**src/rtl/mgmt_resp_pkg.sv**
```systemverilog
package mgmt_resp_pkg;

  // control word bit positions (host-visible layout)
  localparam int CB_DO  = 0;
  localparam int CB_DI  = 1;
  localparam int CB_OE  = 2;
  localparam int CB_CLK = 3;
  localparam int CTL_W  = 4;

  // header geometry
  localparam int HDR_W  = 16;
  localparam int HDR_AW = 5;

  typedef enum logic [1:0] {
    ST_IDLE = 2'd0,
    ST_RD   = 2'd1,
    ST_WR   = 2'd2
  } xact_e;

  function automatic logic sample_bit(input logic d, input logic oe);
    return d & oe;
  endfunction

  function automatic xact_e decode_hdr(input logic [HDR_W-1:0] h);
    logic [1:0] st;
    logic [1:0] op;
    logic [1:0] ta;
    st = h[15:14];
    op = h[13:12];
    ta = h[1:0];
    if (st == 2'b01 && op == 2'b01 && ta == 2'b10) return ST_WR;
    if (st == 2'b01 && op == 2'b10 && !ta[0])      return ST_RD;
    return ST_IDLE;
  endfunction

  function automatic logic [HDR_AW-1:0] phy_of(input logic [HDR_W-1:0] h);
    return h[11:7];
  endfunction

  function automatic logic [HDR_AW-1:0] reg_of(input logic [HDR_W-1:0] h);
    return h[6:2];
  endfunction

endpackage

```
**src/rtl/mgmt_ctl_port.sv**
```systemverilog
module mgmt_ctl_port
  import mgmt_resp_pkg::*;
(
  input  logic             clk,
  input  logic             rst_n,
  input  logic             we,
  input  logic [CTL_W-1:0] wdata,
  input  logic             di,
  output logic [CTL_W-1:0] rdata,
  output logic             rise,
  output logic             samp
);
  logic do_q, oe_q, clk_q;

  always_ff @(posedge clk) begin
    if (!rst_n) begin
      do_q  <= 1'b0;
      oe_q  <= 1'b0;
      clk_q <= 1'b0;
    end else if (we) begin
      do_q  <= wdata[CB_DO];
      oe_q  <= wdata[CB_OE];
      clk_q <= wdata[CB_CLK];
    end
  end

  // the host's write of bit CB_DI is dropped: that bit is responder-owned
  always_comb begin
    rise = we && wdata[CB_CLK] && !clk_q;
    samp = sample_bit(wdata[CB_DO], wdata[CB_OE]);
    rdata = '0;
    rdata[CB_DO]  = do_q;
    rdata[CB_DI]  = di;
    rdata[CB_OE]  = oe_q;
    rdata[CB_CLK] = clk_q;
  end
endmodule

```
**src/rtl/mgmt_reg_bank.sv**
```systemverilog
module mgmt_reg_bank #(
  parameter int          NREG    = 32,
  parameter int          DW      = 16,
  parameter int          AW      = $clog2(NREG),
  parameter int          IDA_IDX = 2,
  parameter logic [15:0] IDA_VAL = 16'h0022,
  parameter int          IDB_IDX = 3,
  parameter logic [15:0] IDB_VAL = 16'h161A
) (
  input  logic          clk,
  input  logic          rst_n,
  input  logic [AW-1:0] rd_addr,
  output logic [DW-1:0] rd_data
);
  function automatic logic [DW-1:0] init_val(input int i);
    if (i == IDA_IDX) return DW'(IDA_VAL);
    if (i == IDB_IDX) return DW'(IDB_VAL);
    return '0;
  endfunction

  logic [DW-1:0] mem [NREG];

  for (genvar g = 0; g < NREG; g++) begin : g_cell
    always_ff @(posedge clk) begin
      if (!rst_n) mem[g] <= init_val(g);
    end
  end

  assign rd_data = mem[rd_addr];
endmodule

```
**src/rtl/mgmt_frame_engine.sv**
```systemverilog
module mgmt_frame_engine
  import mgmt_resp_pkg::*;
#(
  parameter int WIN = 32,
  parameter int DW  = HDR_W,
  parameter int AW  = HDR_AW,
  parameter int CW  = $clog2(WIN + 1) + 1
) (
  input  logic                 clk,
  input  logic                 rst_n,
  input  logic                 rise,
  input  logic                 samp,
  output logic [AW-1:0]        bank_addr,
  input  logic [DW-1:0]        bank_data,
  output logic                 di,
  output logic                 commit_vld,
  output logic [AW-1:0]        commit_phy,
  output logic [AW-1:0]        commit_reg,
  output logic [DW-1:0]        commit_data,
  output logic                 sync_hit,
  output logic signed [CW-1:0] cnt_o,
  output xact_e                st_o
);
  localparam int HDR = HDR_W;

  logic [WIN-1:0]        shift_q, shift_n, shift_d;
  logic signed [CW-1:0]  cnt_q, cnt1, cnt_n;
  xact_e                 st_q, st1, st_n, hdr_st;
  logic [HDR-1:0]        hdr;
  logic [AW-1:0]         phy_q, phy_n, reg_q, reg_n;
  logic [DW-1:0]         dsr_q, dsr_n, cdat_q, cdat_n;
  logic                  di_q, di_n, cv_q, cv_n, dec_pt;

  always_comb begin
    shift_n  = {shift_q[WIN-2:0], samp};
    sync_hit = rise && (&shift_n);
    cnt1     = sync_hit ? CW'(WIN) : cnt_q;
    hdr      = shift_n[HDR-1:0];
    hdr_st   = decode_hdr(hdr);
    dec_pt   = rise && (int'(cnt1) == HDR);
    st1      = dec_pt ? hdr_st : st_q;
    bank_addr = reg_of(hdr);

    shift_d = shift_q;
    cnt_n   = cnt_q;
    st_n    = st_q;
    phy_n   = phy_q;
    reg_n   = reg_q;
    dsr_n   = dsr_q;
    di_n    = di_q;
    cv_n    = 1'b0;
    cdat_n  = cdat_q;

    if (rise) begin
      shift_d = shift_n;
      cnt_n   = (int'(cnt1) < 0) ? cnt1 : cnt1 - CW'(1);
      st_n    = st1;
      if (dec_pt && hdr_st != ST_IDLE) begin
        phy_n = phy_of(hdr);
        reg_n = reg_of(hdr);
        if (hdr_st == ST_RD) dsr_n = bank_data;
      end
      if (int'(cnt1) < HDR && st1 == ST_RD) begin
        di_n  = dsr_n[DW-1];
        dsr_n = {dsr_n[DW-2:0], 1'b0};
      end
      if (int'(cnt1) == 0 && st1 != ST_IDLE) begin
        if (st1 == ST_WR) begin
          cv_n   = 1'b1;
          cdat_n = shift_n[DW-1:0];
        end
        st_n = ST_IDLE;
      end
    end
  end

  always_ff @(posedge clk) begin
    if (!rst_n) begin
      shift_q <= '0;
      cnt_q   <= '0;
      st_q    <= ST_IDLE;
      phy_q   <= '0;
      reg_q   <= '0;
      dsr_q   <= '0;
      di_q    <= 1'b0;
      cv_q    <= 1'b0;
      cdat_q  <= '0;
    end else begin
      shift_q <= shift_d;
      cnt_q   <= cnt_n;
      st_q    <= st_n;
      phy_q   <= phy_n;
      reg_q   <= reg_n;
      dsr_q   <= dsr_n;
      di_q    <= di_n;
      cv_q    <= cv_n;
      cdat_q  <= cdat_n;
    end
  end

  assign di          = di_q;
  assign commit_vld  = cv_q;
  assign commit_phy  = phy_q;
  assign commit_reg  = reg_q;
  assign commit_data = cdat_q;
  assign cnt_o       = cnt_q;
  assign st_o        = st_q;
endmodule

```
**src/rtl/mgmt_frame_responder.sv**
```systemverilog
module mgmt_frame_responder
  import mgmt_resp_pkg::*;
#(
  parameter int          WIN     = 32,
  parameter int          IDA_IDX = 2,
  parameter logic [15:0] IDA_VAL = 16'h0022,
  parameter int          IDB_IDX = 3,
  parameter logic [15:0] IDB_VAL = 16'h161A
) (
  input  logic              clk,
  input  logic              rst_n,
  input  logic              ctl_we,
  input  logic [CTL_W-1:0]  ctl_wdata,
  output logic [CTL_W-1:0]  ctl_rdata,
  output logic              commit_vld,
  output logic [HDR_AW-1:0] commit_phy,
  output logic [HDR_AW-1:0] commit_reg,
  output logic [HDR_W-1:0]  commit_data
);
  localparam int NREG = 1 << HDR_AW;
  localparam int CW   = $clog2(WIN + 1) + 1;

  // named internal events, observed by the bound checker
  logic                 rise_evt, samp_bit, sync_evt, di_w;
  logic signed [CW-1:0] cnt_w;
  xact_e                st_w;
  logic [HDR_AW-1:0]    bank_addr;
  logic [HDR_W-1:0]     bank_data;

  mgmt_ctl_port u_ctl (
    .clk   (clk),
    .rst_n (rst_n),
    .we    (ctl_we),
    .wdata (ctl_wdata),
    .di    (di_w),
    .rdata (ctl_rdata),
    .rise  (rise_evt),
    .samp  (samp_bit)
  );

  mgmt_reg_bank #(
    .NREG(NREG), .DW(HDR_W), .AW(HDR_AW),
    .IDA_IDX(IDA_IDX), .IDA_VAL(IDA_VAL),
    .IDB_IDX(IDB_IDX), .IDB_VAL(IDB_VAL)
  ) u_bank (
    .clk     (clk),
    .rst_n   (rst_n),
    .rd_addr (bank_addr),
    .rd_data (bank_data)
  );

  mgmt_frame_engine #(.WIN(WIN), .DW(HDR_W), .AW(HDR_AW), .CW(CW)) u_eng (
    .clk         (clk),
    .rst_n       (rst_n),
    .rise        (rise_evt),
    .samp        (samp_bit),
    .bank_addr   (bank_addr),
    .bank_data   (bank_data),
    .di          (di_w),
    .commit_vld  (commit_vld),
    .commit_phy  (commit_phy),
    .commit_reg  (commit_reg),
    .commit_data (commit_data),
    .sync_hit    (sync_evt),
    .cnt_o       (cnt_w),
    .st_o        (st_w)
  );
endmodule

```
**config.mk**
```make
export PLATFORM = sky130hd
export DESIGN_NAME = mgmt_frame_responder
export DESIGN_NICKNAME = d
export VERILOG_FILES = /design/src/rtl/mgmt_resp_pkg.sv /design/src/rtl/mgmt_ctl_port.sv /design/src/rtl/mgmt_reg_bank.sv /design/src/rtl/mgmt_frame_engine.sv /design/src/rtl/mgmt_frame_responder.sv
export SDC_FILE = /design/constraint.sdc
export NUM_CORES = 1
export LEC_CHECK = 0
export BUFFER_PORTS_ARGS = -buffer_cell sky130_fd_sc_hd__buf_2
export CAP_MARGIN = 20
export CORE_ASPECT_RATIO = 0.5
export CORE_UTILIZATION = 50
export CTS_CLUSTER_DIAMETER = 40
export DETAILED_ROUTE_END_ITERATION = 8
export PLACE_DENSITY_LB_ADDON = 0.08
export SLEW_MARGIN = 20
export SYNTH_ARGS = -nofsm -noshare
export SYNTH_HDL_FRONTEND = slang
export SYNTH_HIERARCHICAL = 1
export SYNTH_SLANG_ARGS = --single-unit
```
**constraint.sdc**
```tcl
create_clock -name clk -period 7.9 [get_ports clk]
set_clock_uncertainty 0.15 [all_clocks]
set_input_delay 0 -clock clk [delete_from_list [all_inputs] [get_ports clk]]
set_output_delay 0 -clock clk [all_outputs]
set_load 0.01 [all_outputs]
```
==> results of run 1 <==
[power breakdown]
group	switching (mW)	internal, mW	total, mW
clock	0.168	0.247	0.415
sequential	0.00706	0.443	0.450
combinational	0.0347	0.0221	0.0568
total	0.210	0.712	0.922
[area by class of cell]
type | instances | area (sq um) | area share
multi-input combinational | 301 | 2030 | 0.451
sequential | 87 | 1740 | 0.387
timing repair buffer | 46 | 273 | 0.0606
clock buffer | 12 | 236 | 0.0525
tap | 108 | 135 | 0.0300
clock inverter | 4 | 55.1 | 0.0122
inverter | 8 | 30.0 | 0.00667
[worst max-delay path, stage by stage]
cell           delay (ps)
dlygate4sd3_1         520
buf_2                 140
nand2_1               110
nor2_4                 90
buf_4                 660
nand2_1               210
nor3_1                210
nand3_1               450
nand2_1               280
ha_1                  230
inv_1                 110
or4_4                 500
a311o_1               680
mux2i_1               300
nor2_1                 60
[cell families after synthesis]
group,count (synthesis)
simple gates,141
mux,88
flops,87
compound gates,61
buf+inv,57
fa+ha+maj,2
other cells,1
[final timing paths]
path                                               start                                  to  slack, ps  depth (start not counted)
worst max register to register  u_ctl/clk_q$_SDFFE_PN0P_  u_eng/commit_data[13]$_SDFFE_PN0P_       3450                         12
worst min register to register     u_eng/di$_SDFFE_PN0P_               u_eng/di$_SDFFE_PN0P_        310                          2
worst max-delay path                              ctl_we  u_eng/commit_data[13]$_SDFFE_PN0P_       3380                         15
worst min-delay path               u_eng/di$_SDFFE_PN0P_               u_eng/di$_SDFFE_PN0P_        310                          2
[per-layer routing]
| layer | part of all wire | wire length, microns | GRT usage |
|---|---|---|---|
| met1 | 0.48 | 3910 | 0.283 |
| met2 | 0.47 | 3840 | 0.356 |
| met3 | 0.051 | 417 | 0.0631 |
| met4 | 0.0067 | 55 | 0.0654 |
| met5 | 0 | 0 | 0 |
[cells in the final DEF, fill, tap and decap left out, drive strengths merged, types with 12 or more instances in the layout]
cell    Yosys  final
a21oi      20     20
o21ai      20     20
mux2i      75     75
mux2       13     13
buf        31     39
nand2      20     20
nor2       77     77
dfxtp      87     87
clkbuf     18     12
[repair_timing]
| action | in CTS | in global routing |
|---|---|---|
| gates resized for setup | 0 | 0 |
| hold endpoints to repair | 7 | 0 |
| hold buffers | 7 | 0 |
| buffers inserted | 0 | 0 |
==> metrics.txt, run 1 <==
sequential-to-total area share from yosys stat 0.428; Worst slew margin 0.312; required time of the critical path 7950 ps; largest net degree at the start of global routing 73; Power Total 0.922 mW; Non-Filler Instances 566; most common cell in the netlist dfxtp_1; Post-synth EDFFs 0; Post-Synth Simple-Gate Area 0.169; CTS tree yes; Final Hold Fails 0; vias in the first global route 2942; ys async rst share 0; Area Overhead vs Synth 10.6%; DRC violations left 0; Commonest cells post-synth dfxtp_1 (87), nor2_1 (77), mux2i_1 (75); post-detail-place hpwl 5290 microns; Seq cells post-synth 87; DR WL/cell 14.5 microns; worst skew pair latency 340 ps; Setup-failing EPs final 0; final wirelength 8220 microns; predominant post-synthesis flop cell dfxtp_1; gr ovfl total 0; synth top area cells dfxtp_1 (43%), mux2i_1 (18%), nor2_1 (7.1%), buf_4 (4.1%), mux2_1 (3.3%); post-synthesis mux area share 0.220; post-synthesis compound-gate area fraction 0.0937; Max VDD drop 0.145 mV; Crit path arrival time 4580 ps; RSZ-0062 raised after global routing false; Mean Syn Cell Area 9.32 sq um; die area 8530 sq um; GPL Wtd Cong 0.846; CP Max Fanout 72; Nets 462; Core Rows 22; cell count after synthesis 437; MaxCap Viol Count 0; layout cell share with drive strength beyond 1 0.135; vias 3032; total CTS buffers 9; Slew Limit Fails 0; port bufs 36; CTS max path bufs 2; H-tree levels 3; Place WS 3490 ps; CP Class input port to flop; P per Cell Area 205 nW/um^2; max FFs per register 31; n_diodes 0; DP Cell Count 543; status finished clean; antenna-violating nets left 0; HP Class flop to flop; Top Ports 38; post-synthesis adder-cell area fraction 0.00614; CTS root buf clkbuf_16; first-pass GRT wire length 14300 microns; Lkg Pwr 1.98 nW; Fin Setup TNS 0 ps; Worst setup SP type input port; Final Util 0.593; Fmax achieved 221 MHz; DIE WIDTH 130 microns; Min Hold Slack 312 ps; design area 4500 sq um; Core Region 7600 sq um; clock transition at the registers of the reported paths 60 ps; Yosys warnings 6; crit share post-route 0.573; xor and xnor area share after synthesis 0; Setup WS post-layout 3380 ps; # clock sinks 87; Initial Util 0.536; drt via density 5.36; largest family of logic cells by synthesized area multiplexers; gr usage total 0.219; largest area contributor in the netlist dfxtp_1; Synth cell types 50; Mapped Area 4070 sq um; Post-DP Area 4140 sq um; Largest Register u_eng/shift_q; fillcell total 710; type of destination of the critical path flop; worst-margin pin slew 1030 ps; DRT Pass-1 Iters 4; DR iter-0 viols 213; initial antenna violation count 0; Die Y 65.8 microns; minimum clock period 4520 ps; top cell type's share of synthesized area 0.428
Note: power is estimated with default switching activity, not from simulation.
==> run 2: changes to the inputs <==
--- a/config.mk
+++ b/config.mk
@@ -5,6 +5,7 @@
 export SDC_FILE = /design/constraint.sdc
 export NUM_CORES = 1
 export LEC_CHECK = 0
+export ABC_AREA = 1
 export BUFFER_PORTS_ARGS = -buffer_cell sky130_fd_sc_hd__buf_2
 export CAP_MARGIN = 20
 export CORE_ASPECT_RATIO = 0.5
==> constraint.sdc (replaced) <==
create_clock -name clk -period 4.7 [get_ports clk]
set_clock_uncertainty 0.15 [all_clocks]
set_input_delay 0 -clock clk [delete_from_list [all_inputs] [get_ports clk]]
set_output_delay 0 -clock clk [all_outputs]
set_load 0.01 [all_outputs]
==> metrics.txt, run 2 <==
Hold Path Sink u_eng/dsr_q[6]$_SDFFE_PN0P_; Yosys warnings 6 (unchanged); Reg2Reg Depth 13 (+1); CTS max path bufs 2 (unchanged); Setup WS post-layout 1610 ps (-1760 ps); DIE WIDTH 132 microns (+1.8%); Fin Setup TNS 0 ps (unchanged); RSZ-0062 raised after global routing false; fillcell total 770 (+8.5%); Die Y 67.0 microns (+1.8%); CTS tree yes; DR iter-0 viols 194 (-8.9%); DRT Pass-1 Iters 5 (+1); Top Ports 38 (unchanged); Core Region 8090 sq um (+6.4%); Switch Pwr 0.414 mW (+97%); Area Overhead vs Synth 12.2%; H-tree levels 3 (unchanged); CP Class flop to flop; Slew Limit Fails 0 (unchanged); cell count after synthesis 586 (+34%); post-detail-place hpwl 5150 microns (-2.6%); gr usage total 0.207 (-0.0118); most common cell after layout, fill and taps aside nand2_1; required time of the critical path 4800 ps (-3150 ps); GPL Wtd Cong 0.753 (-11%); Final Hold Fails 0 (unchanged); MaxCap Viol Count 0 (unchanged); Setup-failing EPs final 0 (unchanged); Crit path arrival time 3180 ps (-1400 ps); drt via density 4.87 (-9.2%); switching part of the total 0.237 (+0.00962); Critical R2R Capture u_eng/commit_data[15]$_SDFFE_PN0P_; layout cell share with drive strength beyond 1 0.174 (+0.0387); n_diodes 0 (unchanged); antenna-violating nets left 0 (unchanged); CTS root buf clkbuf_16; Initial Util 0.522 (-0.0139); most frequent cells in the layout nand2_1 (130), dfxtp_1 (87), nor2_1 (74), o21ai_0 (49), inv_1 (47); crit share post-route 0.657; DR WL/cell 11.9 microns (-18%); Critical path buffers and inverters 0 (-4); Place WS 1660 ps (-1830 ps); CP Max Fanout 18 (-75%); Comb power frac 0.081 (+0.019); worst skew pair latency 340 ps (about the same); Max VDD drop 0.180 mV (+24%); Largest Register u_eng/shift_q; Worst slew margin 0.334 (+0.0214); P per Cell Area 368 nW/um^2 (+79%); vias in the first global route 2980 (+1.3%); Worst setup SP type flop; initial antenna violation count 0 (unchanged); Levels on crit path 13 (-2); port bufs 36 (unchanged); status finished clean; worst-margin pin slew 999 ps (-33.2 ps); register area 1740 sq um (unchanged); die area 8840 sq um (+3.6%); CP dominant cell by count nand2_1; type of destination of the critical path flop; vias 3508 (+16%); Lkg Pwr 2.23 nW (+13%); hold depth 4 (+2); footprint of the multi-input gates 2020 sq um (-0.55%); DRC violations left 0 (unchanged); Mapped Area 4220 sq um (+3.7%); max incr delay on CP 540 ps (-140 ps); Mean Syn Cell Area 7.21 sq um (-23%); total CTS buffers 9 (unchanged); CP delay by family, top simple AND/OR/NAND/NOR gates; P_int 1.33 mW (+87%); Critical Path Slowest Stage Cell dfxtp_1; Core Rows 23 (+4.5%); max FFs per register 31 (unchanged); minimum clock period 3090 ps; critical path, cell by cell nand2_1 -> nor2_1 -> nand2_1 -> nor2_4 -> nand3_4 -> nand2_1 -> ha_1 -> nand4_4 -> nand2_4 -> nor2_8 -> nand2_4 -> nor2_1 -> nor3_1; hold path start rst_n; HP Class input port to flop; Crit Reg-Reg Startpoint u_eng/shift_q[1]$_SDFFE_PN0P_; setup bufs post-CTS 0 (unchanged); gr ovfl total 0 (unchanged); Reg2Reg Setup Slack 1610 ps (-1840 ps); largest net degree at the start of global routing 65 (-11%); clock transition at the registers of the reported paths 60 ps (about the same); final wirelength 8560 microns (+4.1%); # clock sinks 87 (unchanged); Fmax achieved 324 MHz; Nets 613 (+33%); Clock power frac 0.468 (+0.018); first-pass GRT wire length 14200 microns (-0.25%); register share of total power 0.451 (-0.037); Final Util 0.586 (-0.00662)
## run 2: what timing repair did
item | in CTS | in global routing
resized for setup | 0 | 0
hold buffers | 9 | 0
hold endpoints to repair | 6 | 0
## run 2: worst max path at each step
stage          slack, ps                          start                            endpoint
6_report            1610  u_eng/shift_q[1]$_SDFFE_PN0P_  u_eng/commit_data[15]$_SDFFE_PN0P_
5_1_grt             1300  u_eng/shift_q[1]$_SDFFE_PN0P_  u_eng/commit_data[14]$_SDFFE_PN0P_
4_1_cts             1610  u_eng/shift_q[1]$_SDFFE_PN0P_  u_eng/commit_data[15]$_SDFFE_PN0P_
3_5_place_dp        1660  u_eng/shift_q[1]$_SDFFE_PN0P_  u_eng/commit_data[15]$_SDFFE_PN0P_
3_3_place_gp        1730  u_eng/shift_q[1]$_SDFFE_PN0P_   u_eng/commit_data[0]$_SDFFE_PN0P_
2_1_floorplan       2110       u_ctl/clk_q$_SDFFE_PN0P_   u_eng/commit_data[5]$_SDFFE_PN0P_
## run 2: tightest hold or removal path, delay by kind of cell
kind | cells | cell delay, ps
buffers and inverters | 3 | 420
and+or+nand+nor | 1 | 130
## run 2: cell type report
class                   instances  share of cell area
multi-input cells             406               0.426
clock buffers                  10              0.0483
clock inverters                 6              0.0245
inverters                      51              0.0404
repair buffers                 49              0.0633
well taps                     112              0.0296
flip-flops and latches         87               0.367
## run 2: through the flow
step / power [mW] / area (sq um) / instances / hold slack, ps
2_1_floorplan: 0.915 / 4250 / 594 / -28.5
3_3_place_gp: 0.934 / 4310 / 696 / 89.0
3_5_place_dp: 0.936 / 4310 / 696 / 95.3
4_1_cts: 1.76 / 4740 / 721 / 117
5_1_grt: 1.82 / 4740 / 721 / 144
6_report: 1.74 / 4740 / 721 / 117
## run 2: metal layers
layer | share of wire | up-vias | routed length, microns | GRT usage
met2 | 0.43 | 63 | 3650 | 0.333
li1 | - | 1890 | - | -
met3 | 0.043 | 7 | 365 | 0.0586
met5 | 0 | - | 0 | 0
met4 | 0.0082 | 0 | 70 | 0.0654
met1 | 0.52 | 1548 | 4470 | 0.270
## run 2: power by group through the flow
stage	Sequential [mW]	Combinational, mW	Clock, mW
global placement	0.802	0.132	0
detailed placement	0.802	0.134	0
floorplan	0.794	0.121	0
global route	0.789	0.158	0.870
CTS	0.785	0.141	0.836
finish	0.786	0.141	0.816
==> run 3: changes to the inputs <==
==> constraint.sdc (replaced) <==
create_clock -name clk -period 2.5 [get_ports clk]
set_clock_uncertainty 0.15 [all_clocks]
set_input_delay 0 -clock clk [delete_from_list [all_inputs] [get_ports clk]]
set_output_delay 0 -clock clk [all_outputs]
set_load 0.01 [all_outputs]
==> metrics.txt, run 3 (synthesis results as in run 2) <==
GPL Wtd Cong 0.733 (-2.6%); CP Max Fanout 9 (-9); GRT met2 Usage 0.373 (+0.0403); Power Total 3.24 mW (+86%); HP Class input port to flop; CTS tree yes; DR iter-0 viols 271 (+40%); H-tree levels 3 (unchanged); busiest grt layer met2; # clock sinks 87 (unchanged); fillcell total 701 (-9.0%); met3 GRT Util 0.0586 (unchanged); DRC violations left 0 (unchanged); status finished clean; max incr delay on CP 530 ps (about the same); most frequent cells in the layout nand2_1 (123), dfxtp_1 (81), nor2_1 (71), o21ai_0 (49), inv_1 (47); minimum clock period 2440 ps; first-pass GRT wire length 15200 microns (+6.5%); Final Hold Fails 0 (unchanged); Setup WS post-layout 63.3 ps (-1550 ps); Top Ports 38 (unchanged); drt via density 4.94 (+1.5%); Fin Setup TNS 0 ps (unchanged); CP Class input port to flop; port bufs 36 (unchanged); Core Rows 23 (unchanged); CTS root buf clkbuf_16; Slew Limit Fails 0 (unchanged); critical path, cell by cell dlygate4sd3_1 -> buf_2 -> nand2_1 -> inv_1 -> nand4_1 -> nor2_2 -> nand3_4 -> buf_8 -> o21ai_4 -> nand3_4 -> nand2_4 -> nand2_8 -> nor2_8 -> buf_12 -> a21oi_2 -> nor3_1; total CTS buffers 9 (unchanged); P per Cell Area 621 nW/um^2 (+69%); clock transition at the registers of the reported paths 60 ps (about the same); MaxCap Viol Count 0 (unchanged); worst-margin pin slew 598 ps (-401 ps); die area 8840 sq um (unchanged); Nets 644 (+5.1%); Worst slew margin 0.601 (+0.268); Post-DP Area 4510 sq um (+4.8%); Place WS 75.8 ps (-1580 ps); vias in the first global route 3196 (+7.2%); required time of the critical path 2600 ps (-2200 ps); post-detail-place hpwl 5650 microns (+9.7%); type of destination of the critical path flop; Min Hold Slack 201 ps (+84.6 ps); final wirelength 9770 microns (+14%); n_diodes 0 (unchanged); layout cell share with drive strength beyond 1 0.259 (+0.0853); CP dominant cell by count nand3_4; max FFs per register 31 (unchanged); Core Region 8090 sq um (unchanged); RSZ-0062 raised after global routing true; routing usage on met1 0.275 (+0.00592); Fmax achieved 410 MHz; most common cell after layout, fill and taps aside nand2_1; vias 3715 (+5.9%); Die Y 67.0 microns (unchanged); Initial Util 0.522 (unchanged); crit share post-route 0.975; Crit path arrival time 2530 ps (-650 ps); worst skew pair latency 340 ps (about the same); Critical Path Slowest Stage Cell dlygate4sd3_1; Area Overhead vs Synth 23.6%; DR WL/cell 13.0 microns (+9.5%); DIE WIDTH 132 microns (unchanged); Max VDD drop 0.377 mV (+110%); gr ovfl total 0 (unchanged); CTS max path bufs 2 (unchanged); initial antenna violation count 0 (unchanged); design area 5220 sq um (+10%); Setup-failing EPs final 0 (unchanged); Worst setup SP type input port; antenna-violating nets left 0 (unchanged); DRT Pass-1 Iters 5 (unchanged); Largest Register u_eng/shift_q; gr usage total 0.220 (+0.0132); largest net degree at the start of global routing 53 (-18%); Lkg Pwr 2.44 nW (+9.2%)
## run 3: cell types whose count changed in the layout (fill, tap and decap cells not counted), moves of 5 or more
cell	delta
a21oi_2	+7
buf_4	+22
a21oi_4	+5
nand2_1	-7
dfxtp_2	+5
a21oi_1	-12
dfxtp_1	-6
## run 3: repair_timing
action,in CTS,in global routing
gates resized for setup,0,51
buffers inserted,0,4
endpoints found under the setup margin,0,40
endpoints found under the hold margin,17,0
hold buffers,11,0
## run 3: routing by layer
metal / vias to the layer above / part of all wire
li1: 1950 / -
met2: 83 / 0.44
met4: 0 / 0.013
met3: 14 / 0.055
met5: - / 0
met1: 1668 / 0.49
## run 3: worst paths after layout
check,from,endpoint,slack [ps],depth (start not counted)
min reg2reg,u_eng/commit_reg[1]$_SDFFE_PN0P_,u_eng/commit_reg[1]$_SDFFE_PN0P_,290,2
min,ctl_we,u_eng/shift_q[14]$_SDFFE_PN0P_,200,6
max reg2reg,u_ctl/clk_q$_SDFFE_PN0P_,u_eng/commit_data[0]$_SDFFE_PN0P_,70,15
max,ctl_wdata[0],u_eng/commit_data[0]$_SDFFE_PN0P_,60,16
## run 3: area by class of cell
class,instances,area (sq um),share of cell area
clock buffer,10,229,0.0438
sequential,87,1750,0.335
inverter,51,191,0.0367
multi-input combinational,408,2220,0.425
clock inverter,6,75.1,0.0144
timing repair buffer,78,614,0.118
tap,112,140,0.0268
## run 3: report_power, final
part	internal, mW	switching (mW)	leakage, nW
Combinational	0.155	0.255	1.58
Sequential	1.43	0.0307	0.710
Clock	0.790	0.577	0.146
## run 3: worst max-delay path, delay by kind of cell
| kind | cells | cell delay [ps] |
|---|---|---|
| AO/OA/AOI/OAI | 2 | 180 |
| buffers and inverters | 5 | 1090 |
| AND/OR/NAND/NOR | 9 | 1260 |
## run 3: per-stage QoR
step,instances,util
after floorplan,594,-
after global placement,718,0.558
after detailed placement,718,0.558
after CTS,745,0.609
after global routing,752,0.646
final,752,0.646
